$ cat config.mk
export PLATFORM = sky130hd
export DESIGN_NAME = scan_chain_router
export DESIGN_NICKNAME = d
export VERILOG_FILES = /design/src/rtl/scr_pkg.sv /design/src/rtl/scr_select_reg.sv /design/src/rtl/scr_route_decode.sv /design/src/rtl/scr_tdo_path.sv /design/src/rtl/scan_chain_router.sv
export SDC_FILE = /design/constraint.sdc
export NUM_CORES = 1
export LEC_CHECK = 0
export ABC_AREA = 1
export BUFFER_PORTS_ARGS = -buffer_cell sky130_fd_sc_hd__buf_4
export CAP_MARGIN = 20
export CORE_MARGIN = 2
export CORE_UTILIZATION = 48
export DETAILED_ROUTE_END_ITERATION = 10
export PLACE_DENSITY = 0.76
export RECOVER_POWER = 25
export SYNTH_ARGS = -nofsm -noshare
export SYNTH_HDL_FRONTEND = slang
export SYNTH_SLANG_ARGS = --single-unit
$ cat constraint.sdc
create_clock -name tck -period 1.6 [get_ports tck]
set_input_delay 0.16 -clock tck [delete_from_list [all_inputs] [get_ports tck]]
set_output_delay 0.16 -clock tck [all_outputs]
set_load 0.03 [all_outputs]
$ cat src/rtl/scr_pkg.sv
package scr_pkg;

  localparam int unsigned CHAIN_W = 5;
  localparam int unsigned N_INT   = 6;

  // chain number after reset, also the dedicated external boundary chain
  localparam logic [CHAIN_W-1:0] RESET_CHAIN = 5'd3;
  localparam logic [CHAIN_W-1:0] EXT_CHAIN   = 5'd3;
  // numbers at or above this one are unassigned and go to the external port
  localparam logic [CHAIN_W-1:0] FIRST_FREE  = 5'd16;
  // constant loaded into the select shift register on capture-DR
  localparam logic [CHAIN_W-1:0] SEL_MARKER  = 5'b10000;

  // internal chain number carried by each bit of the return vector
  localparam logic [CHAIN_W-1:0] INT_ID [N_INT] =
    '{5'd0, 5'd1, 5'd2, 5'd4, 5'd5, 5'd15};

  typedef enum logic [1:0] {
    ROUTE_INT = 2'd0,
    ROUTE_EXT = 2'd1,
    ROUTE_BYP = 2'd2
  } route_e;

endpackage

$ cat src/rtl/scr_select_reg.sv
module scr_select_reg
  import scr_pkg::*;
(
  input  logic               clk,
  input  logic               rst_n,
  input  logic               cap_en,
  input  logic               shf_en,
  input  logic               upd_en,
  input  logic               ser_in,
  output logic [CHAIN_W-1:0] sreg_o,
  output logic [CHAIN_W-1:0] active_o
);

  logic [CHAIN_W-1:0] sreg_q;
  logic [CHAIN_W-1:0] sreg_nxt;
  logic [CHAIN_W-1:0] act_q;
  logic [CHAIN_W-1:0] act_nxt;

  always_comb begin
    sreg_nxt = sreg_q;
    if (cap_en) begin
      sreg_nxt = SEL_MARKER;
    end else if (shf_en) begin
      sreg_nxt = {ser_in, sreg_q[CHAIN_W-1:1]};
    end
  end

  always_comb begin
    act_nxt = act_q;
    if (upd_en) begin
      act_nxt = sreg_q;
    end
  end

  always_ff @(posedge clk or negedge rst_n) begin
    if (!rst_n) begin
      sreg_q <= '0;
      act_q  <= RESET_CHAIN;
    end else begin
      sreg_q <= sreg_nxt;
      act_q  <= act_nxt;
    end
  end

  assign sreg_o   = sreg_q;
  assign active_o = act_q;

endmodule

$ cat src/rtl/scr_route_decode.sv
module scr_route_decode
  import scr_pkg::*;
(
  input  logic [CHAIN_W-1:0] chain_i,
  output route_e             route_o,
  output logic [N_INT-1:0]   int_hit_o
);

  logic [N_INT-1:0] hit;
  logic             is_ext;

  for (genvar g = 0; g < N_INT; g++) begin : g_hit
    assign hit[g] = (chain_i == INT_ID[g]);
  end

  assign is_ext = (chain_i == EXT_CHAIN) || (chain_i >= FIRST_FREE);

  always_comb begin
    if (|hit) begin
      route_o = ROUTE_INT;
    end else if (is_ext) begin
      route_o = ROUTE_EXT;
    end else begin
      route_o = ROUTE_BYP;
    end
  end

  assign int_hit_o = hit;

endmodule

$ cat src/rtl/scr_tdo_path.sv
module scr_tdo_path
  import scr_pkg::*;
(
  input  logic             clk,
  input  logic             rst_n,
  input  logic             byp_cap,
  input  logic             byp_shf,
  input  logic             tdi,
  input  logic             sel_active,
  input  logic             sel_bit,
  input  route_e           route,
  input  logic [N_INT-1:0] int_hit,
  input  logic [N_INT-1:0] int_ret,
  input  logic             ext_ret,
  output logic             ext_sout,
  output logic             tdo
);

  logic byp_q;
  logic byp_nxt;
  logic int_bit;
  logic tdo_src;
  logic tdo_q;

  always_comb begin
    byp_nxt = byp_q;
    if (byp_cap) begin
      byp_nxt = 1'b0;
    end else if (byp_shf) begin
      byp_nxt = tdi;
    end
  end

  always_ff @(posedge clk or negedge rst_n) begin
    if (!rst_n) begin
      byp_q <= 1'b0;
    end else begin
      byp_q <= byp_nxt;
    end
  end

  assign int_bit = |(int_hit & int_ret);

  always_comb begin
    if (sel_active) begin
      tdo_src = sel_bit;
    end else begin
      unique case (route)
        ROUTE_INT: tdo_src = int_bit;
        ROUTE_EXT: tdo_src = ext_ret;
        default:   tdo_src = byp_q;
      endcase
    end
  end

  always_ff @(negedge clk or negedge rst_n) begin
    if (!rst_n) begin
      tdo_q <= 1'b0;
    end else begin
      tdo_q <= tdo_src;
    end
  end

  assign tdo      = tdo_q;
  assign ext_sout = (!sel_active && (route == ROUTE_EXT)) ? tdi : 1'b0;

endmodule

$ cat src/rtl/scan_chain_router.sv
module scan_chain_router
  import scr_pkg::*;
(
  input  logic               tck,
  input  logic               trst_n,
  input  logic               capture_dr,
  input  logic               shift_dr,
  input  logic               update_dr,
  input  logic               sel_instr,
  input  logic               tdi,
  input  logic [N_INT-1:0]   int_ret,
  input  logic               ext_ret,
  output logic [CHAIN_W-1:0] active_chain,
  output logic               ext_sout,
  output logic               tdo
);

  logic [CHAIN_W-1:0] sel_sreg;
  logic [CHAIN_W-1:0] held_chain;
  logic [N_INT-1:0]   dec_hit;
  route_e             dec_route;
  logic               sel_cap;
  logic               sel_shf;
  logic               sel_upd;
  logic               byp_cap;
  logic               byp_shf;

  assign sel_cap = capture_dr & sel_instr;
  assign sel_shf = shift_dr   & sel_instr;
  assign sel_upd = update_dr  & sel_instr;
  assign byp_cap = capture_dr & ~sel_instr;
  assign byp_shf = shift_dr   & ~sel_instr;

  scr_select_reg u_sel (
    .clk      (tck),
    .rst_n    (trst_n),
    .cap_en   (sel_cap),
    .shf_en   (sel_shf),
    .upd_en   (sel_upd),
    .ser_in   (tdi),
    .sreg_o   (sel_sreg),
    .active_o (held_chain)
  );

  scr_route_decode u_dec (
    .chain_i   (held_chain),
    .route_o   (dec_route),
    .int_hit_o (dec_hit)
  );

  scr_tdo_path u_path (
    .clk        (tck),
    .rst_n      (trst_n),
    .byp_cap    (byp_cap),
    .byp_shf    (byp_shf),
    .tdi        (tdi),
    .sel_active (sel_instr),
    .sel_bit    (sel_sreg[0]),
    .route      (dec_route),
    .int_hit    (dec_hit),
    .int_ret    (int_ret),
    .ext_ret    (ext_ret),
    .ext_sout   (ext_sout),
    .tdo        (tdo)
  );

  assign active_chain = held_chain;

endmodule

# [Yosys cells after proc, flatten, opt, wreduce, memory -nomap -nowiden]
# Cells that the tools add are included.
# Widths: inputs -> output; s select.
[classes] addsub=0 n_mul=0 div=0 magnitude_cmp=1 n_eq_ne=7 n_shift=0 n_mux=9 bitwise=7 reduce_logical=9
[ops] cell="$reduce_or 6->1" count=2
[ops] cell="$eq 5x2->1 const B" count=2
[ops] cell="$eq 5x3->1 const B" count=2
[ops] cell="$mux 5" count=2
[ops] cell="$and 6x6->6" count=1
[ops] cell="$and 1x1->1" count=5
[ops] cell="$eq 5x1->1 const B" count=1
[ops] cell="$eq 5x4->1 const B" count=1
[ops] cell="$ge 5x5->1 const B" count=1
[ops] cell="$logic_not 5->1" count=1
[ops] cell="$mux 1" count=4
[ops] cell="$mux 2" count=2
[ops] cell="$reduce_bool 2->1" count=2
[ops] cell="$eq 2x1->1 const B" count=1
[ops] cell="$logic_not 2->1" count=1
[ops] cell="$pmux 1 s2" count=1
[ops] cell="$logic_and 1x1->1" count=1
[ops] cell="$logic_not 1->1" count=1
[ops] cell="$logic_or 1x1->1" count=1
[ops] cell="$not 1->1" count=1
[totals] reg_bits=12 latch_bits=0 mem_bits_rw=0 romBits=0 out_inout_bits=7 memories=0

# [Longest topological paths before layout]
# Gate-level depths: netlist (run 1).
[logic_depth] word_depth=7 depth_mapped=9

# [Modules after synthesis]
# Synthesis (run 1) repeated with hierarchy kept, for this count alone.
[hier_totals] hier_cells=109 hier_area_um2=749.5
[by_module_without_submodules] mod="scr_select_reg" n_inst=1 cells_each=44 area_per_inst_um2=396.6
[by_module_without_submodules] mod="scr_route_decode" n_inst=1 cells_each=28 area_per_inst_um2=158.9
[by_module_without_submodules] mod="scr_tdo_path" n_inst=1 cells_each=27 area_per_inst_um2=156.4
[by_module_without_submodules] mod="scan_chain_router" n_inst=1 cells_each=10 area_per_inst_um2=37.5

==> reports/results.txt, run 1 <==
Status -> finished with violations
Failing checks -> negative setup slack
Distinct cells, synth -> 14
Max-Cap Viols -> 0
Final antenna diode count -> 0
Starting Density -> 0.509
Initial DRC Count -> 13
Synth Register Bits -> 12
Grt met1 use -> 0.240
Vias -> 710
Hold Path Class -> in2reg
CP arrival -> 1470 ps
# DRC -> 0
Critical R2R Capture -> u_path.tdo$_DFF_NN0_
Hold Path Origin -> capture_dr
Pint -> 0.569 mW
CP required -> 940 ps
Avg WL per Cell -> 11.4 um
Fin. max-slew vios -> 0
RSZ-0062 raised after global routing -> true
Drt first pass iters -> 4
CTS tree -> yes
Clock sink count -> 12
Synth warn -> 0
Die width -> 41.1 um
CP Class -> reg2reg
Half-perimeter wire length after placement -> 1230 um
Vias in the first global route -> 656
GRT Resource Usage Total -> 0.238
Peak supply drop -> 0.654 mV
Yosys top cell by area -> dfrtp_1
FF-to-FF Start -> u_sel.active_o[0]$_DFFE_PN1P_
Dominant synthesized flop cell -> dfrtp_1
Capturing element type of the critical path -> register
CORE AREA -> 1300 um2
Gr busiest metal -> met2
Logic gate share of total power -> 0.339
CTS Buf Count -> 3
Setup Viol. Count Final -> 3
Worst Max-Slew Pin Slew -> 650 ps
Sw Ratio -> 0.346
Layout area overhead -> 44.2%
Top cell type's share of synthesized area -> 0.340
Global-route wire length before repair -> 2520 um
Top cells by area, synth -> dfrtp_1, nand2_1, inv_1, dfstp_2, nor2_1
Netlist Area Pre-Place -> 662 um2
Number of synthesized flops with an enable pin -> 0
Root buffer cell -> clkbuf_4
Vias per inst -> 4.90
Syn nets -> 109
Final setup margin -> -533 ps
Flop pwr share -> 0.430
Final GP Congestion -> 0.672
Final Skew -> 5.61 ps
Die Ht -> 41.1 um
Relative slew slack -> 0.566
Nets -> 145
Crit-path max FO -> 7
Pin count of the biggest net entering global routing -> 13
NetSw -> 0.302 mW
Post-Place Cell Area -> 891 um2
Layout cells sized above 1 -> 0.323
R2R Setup Slk -> -530 ps
Grt ovf -> 0
Hold depth -> 3
Hold path endpoint -> u_sel.sreg_o[4]$_DFFE_PN0P_
CTS max path bufs -> 2
Syn_area_per_cell -> 6.97 um2
Met2 Use GR -> 0.438
CTS clk-pin slew, worst paths -> 70 ps
Post-Syn Instances -> 95
P_leak -> 0.500 nW
Ports -> 21
Post-route cell area -> 955 um2
Grt met3 use -> 0.0543
Worst R2R Path Depth -> 7
Total Wirelength -> 1650 um
Endpoints failing hold -> 0
Rows -> 13
Critical Path Start Type -> register
PD cells -> 912 nW/um2
Die area -> 1690 um2
IO buf count -> 20
DRT antenna net count -> 0
Register area share after synthesis -> 0.457
Clk network pwr share -> 0.231
Setup TNS -> -836 ps
Initial antenna violation count -> 0
Clk Latency, worst-skew pair -> 280 ps
CTS HTree Levels -> 1
Asr flop ratio synth -> 1.00
==> cell families after synthesis <==
family / synth area share
buf+inv: 0.0851
flops: 0.457
compound gates: 0.140
simple gates: 0.318
==> how the worst max path moves through the flow <==
stage                                        from              endpoint  slack (ps)  depth (start not counted)
global placement    u_sel.active_o[1]$_DFFE_PN1P_  u_path.tdo$_DFF_NN0_        -500                          9
global route        u_sel.active_o[1]$_DFFE_PN1P_  u_path.tdo$_DFF_NN0_        -600                          9
finish              u_sel.active_o[0]$_DFFE_PN1P_  u_path.tdo$_DFF_NN0_        -530                          7
floorplan           u_sel.active_o[1]$_DFFE_PN1P_  u_path.tdo$_DFF_NN0_        -540                          9
detailed placement  u_sel.active_o[0]$_DFFE_PN1P_  u_path.tdo$_DFF_NN0_        -550                          7
CTS                 u_sel.active_o[0]$_DFFE_PN1P_  u_path.tdo$_DFF_NN0_        -510                          7
==> power by group through the flow <==
stage,combinational [mW],clock [mW],sequential [mW]
finish,0.295,0.201,0.375
global route,0.329,0.209,0.380
CTS,0.295,0.203,0.374
detailed placement,0.278,0,0.379
global placement,0.271,0,0.377
floorplan,0.104,0,0.419
==> metrics by stage <==
step	std cells	total power, mW	setup WS, ps	utilization	hold slack [ps]
2_1_floorplan	95	0.524	-541	-	-136
3_3_place_gp	138	0.648	-504	0.685	6.10
3_5_place_dp	138	0.656	-548	0.685	6.73
4_1_cts	145	0.872	-512	0.733	180
5_1_grt	145	0.918	-600	0.734	189
6_report	145	0.871	-533	0.734	172
==> cells in the mapped netlist, types with 2 or more instances <==
| cell type | instances |
|---|---|
| dfrtp_1 | 9 |
| o21ai_0 | 10 |
| inv_1 | 15 |
| nor2_1 | 14 |
| nand3_1 | 10 |
| nand2_1 | 24 |
| a21oi_1 | 5 |
| dfstp_2 | 2 |
==> worst max-delay path: stages (launching register included) <==
cell,delay [ps]
dfstp_2,600
inv_1,70
nand3_1,110
nand2_1,70
nor2_2,140
a21oi_1,90
nand2_1,60
nand2_1,40
==> layout by cell type, fill, tap and decap left out, drive strengths merged <==
cell type / netlist / routed
nor2: 15 / 15
dfrtp: 9 / 9
inv: 15 / 15
nor3: 1 / 1
buf: 0 / 29
dfstp: 2 / 2
nand2: 25 / 25
nand3: 10 / 10
dlygate4sd3: 0 / 1
a21oi: 6 / 6
o21ai: 11 / 11
dfrtn: 1 / 1
clkbuf: 0 / 5
==> routing by layer <==
metal / vias up / share of wire
met5: - / 0
met4: 0 / 0.022
met3: 4 / 0.047
met2: 15 / 0.51
met1: 316 / 0.42
li1: 375 / -
==> layout make-up <==
type                            instances  area, um2
Clock buffer                            4       26.3
Fill cell                             122        347
Inverter                               15       56.3
Multi-Input combinational cell         68        315
Sequential cell                        12        303
Tap cell                               15       18.8
Timing Repair Buffer                   31        235
==> what timing repair did <==
item,in CTS,in global routing
endpoints found under the setup margin,3,3
resized for setup,4,2
hold buffers,1,0
hold endpoints to repair,11,0
setup buffers,2,0
pin swaps,0,2
==> sequential cells by signal, indices dropped and copies added (netlist names) <==
name	count
u_sel.active_o	5
u_sel.sreg_o	5
u_path.tdo	1
u_path.byp_q	1
Power figures use the tool's default switching activity.
==> inputs of run 2 (changes only) <==
- RECOVER_POWER: 25 -> 50
==> run 2 against run 1 <==
  * The flow still finishes with violations (negative setup slack)
  * Global-route usage stayed put
  * Hold slack better by 2.8 ps
  * Wire length is 0.55% higher
==> reports/results.txt, run 2 (synthesis gave the netlist of run 1 again) <==
Status -> finished with violations
Failing checks -> negative setup slack
Rows -> 13 (unchanged)
Final antenna diode count -> 0 (unchanged)
Initial DRC Count -> 13 (unchanged)
Layout cells sized above 1 -> 0.315 (-0.00769)
Root buffer cell -> clkbuf_4
Die Ht -> 41.1 um (unchanged)
# DRC -> 0 (unchanged)
Initial antenna violation count -> 0 (unchanged)
RSZ-0062 raised after global routing -> true
CTS Buf Count -> 3 (unchanged)
Setup WS pre-CTS -> -548 ps (unchanged)
Pin count of the biggest net entering global routing -> 13 (unchanged)
Endpoints failing hold -> 0 (unchanged)
Total Wirelength -> 1660 um (+0.55%)
Half-perimeter wire length after placement -> 1230 um (unchanged)
Nets -> 145 (unchanged)
Capturing element type of the critical path -> register
CTS tree -> yes
Clock sink count -> 12 (unchanged)
IO buf count -> 20 (unchanged)
Post-Place Cell Area -> 891 um2 (unchanged)
Fin. max-slew vios -> 0 (unchanged)
CTS HTree Levels -> 1 (unchanged)
CTS max path bufs -> 2 (unchanged)
Drt first pass iters -> 4 (unchanged)
Avg WL per Cell -> 11.4 um (+0.55%)
CP Class -> reg2reg
Multi-input gate area -> 312 um2 (-1.2%)
Vias per inst -> 4.94 (+0.99%)
GRT Resource Usage Total -> 0.238 (unchanged)
PD cells -> 917 nW/um2 (+0.50%)
Final core utilization -> 0.731 (-0.00289)
Worst Max-Slew Pin Slew -> 643 ps (-7.38 ps)
Peak supply drop -> 0.656 mV (+0.19%)
Final Skew -> 5.12 ps (-0.495 ps)
Ports -> 21 (unchanged)
Filler Cells Inserted -> 124 (+1.6%)
Crit-path max FO -> 7 (unchanged)
DRT antenna net count -> 0 (unchanged)
Clk Latency, worst-skew pair -> 280 ps (about the same)
Layout area overhead -> 43.7%
Most frequent cells in the layout -> buf_4, nand2_1, inv_1, nor2_1, o21ai_0
Critical Path Start Type -> register
Grt ovf -> 0 (unchanged)
Vias -> 717 (+0.99%)
Post-route cell area -> 951 um2 (-0.39%)
Leading cell type in the layout, fill and taps excluded -> buf_4
CORE AREA -> 1300 um2 (unchanged)
Vias in the first global route -> 656 (unchanged)
Global-route wire length before repair -> 2520 um (unchanged)
Max-Cap Viols -> 0 (unchanged)
Final setup margin -> -534 ps (-0.497 ps)
Setup Viol. Count Final -> 3 (unchanged)
P_leak -> 0.500 nW (about the same)
Relative slew slack -> 0.571 (+0.00492)
Setup TNS -> -832 ps (+3.87 ps)
Hold Path Class -> in2reg
CP arrival -> 1470 ps (about the same)
CTS clk-pin slew, worst paths -> 70 ps (about the same)
CP required -> 940 ps (about the same)
Sequential cell area -> 303 um2 (unchanged)
Die width -> 41.1 um (unchanged)
Final GP Congestion -> 0.672 (unchanged)
Die area -> 1690 um2 (unchanged)
Starting Density -> 0.509 (unchanged)
-- run 2: cell types whose count changed in the layout (fill, tap and decap cells not counted) --
cell	change
a21oi_1	+1
a21oi_2	-1
buf_4	-1
clkbuf_4	+1
-- run 2: timing repair --
item,4_1_cts,5_1_grt
cloned,0,0
setup buffers,2,0
hold endpoints to repair,11,0
resized for setup,4,2
endpoints found under the setup margin,3,3
pin swaps,0,2
hold buffers,1,0
-- run 2: per-stage QoR --
step | instances | hold WS, ps | power (mW)
after global placement | 138 | 6.10 | 0.648
after floorplan | 95 | -136 | 0.524
after detailed placement | 138 | 6.73 | 0.656
after CTS | 145 | 180 | 0.872
final | 145 | 175 | 0.872
after global routing | 145 | 196 | 0.916
-- run 2: critical path: stages, from the launching register on --
cell and delay [ps]:
dfstp_2 600, inv_1 70, nand3_1 110, nand2_1 70, nor2_2 140, a21oi_1 90
nand2_1 60, nand2_1 40
-- run 2: routing by layer --
metal | vias to the layer above | global-route usage | share of wire
met5 | - | 0 | 0
met4 | 0 | 0.137 | 0.020
li1 | 373 | - | -
met3 | 4 | 0.0543 | 0.055
met1 | 323 | 0.240 | 0.41
met2 | 17 | 0.438 | 0.51
-- run 2: final timing paths --
path | from | to | slack [ps] | cells after the start
max | u_sel.active_o[0]$_DFFE_PN1P_ | u_path.tdo$_DFF_NN0_ | -530 | 7
min | tdi | u_sel.sreg_o[4]$_DFFE_PN0P_ | 170 | 3
max reg2reg | u_sel.active_o[0]$_DFFE_PN1P_ | u_path.tdo$_DFF_NN0_ | -530 | 7
min reg2reg | u_sel.sreg_o[1]$_DFFE_PN0P_ | u_sel.sreg_o[0]$_DFFE_PN0P_ | 520 | 2
max in group asynchronous | trst_n | u_path.tdo$_DFF_NN0_ | 70 | 2
min in group asynchronous | trst_n | u_sel.active_o[3]$_DFFE_PN0P_ | 410 | 2
-- run 2: report_power, final --
group          switching [mW]  internal [mW]
clock                   0.106         0.0968
combinational           0.165          0.128
sequential             0.0314          0.343
-- run 2: layout make-up --
class                   count  share of cell area
inverters                  15              0.0592
repair buffers             31               0.247
well taps                  15              0.0197
clock buffers               4              0.0276
multi-input cells          68               0.328
flip-flops and latches     12               0.318
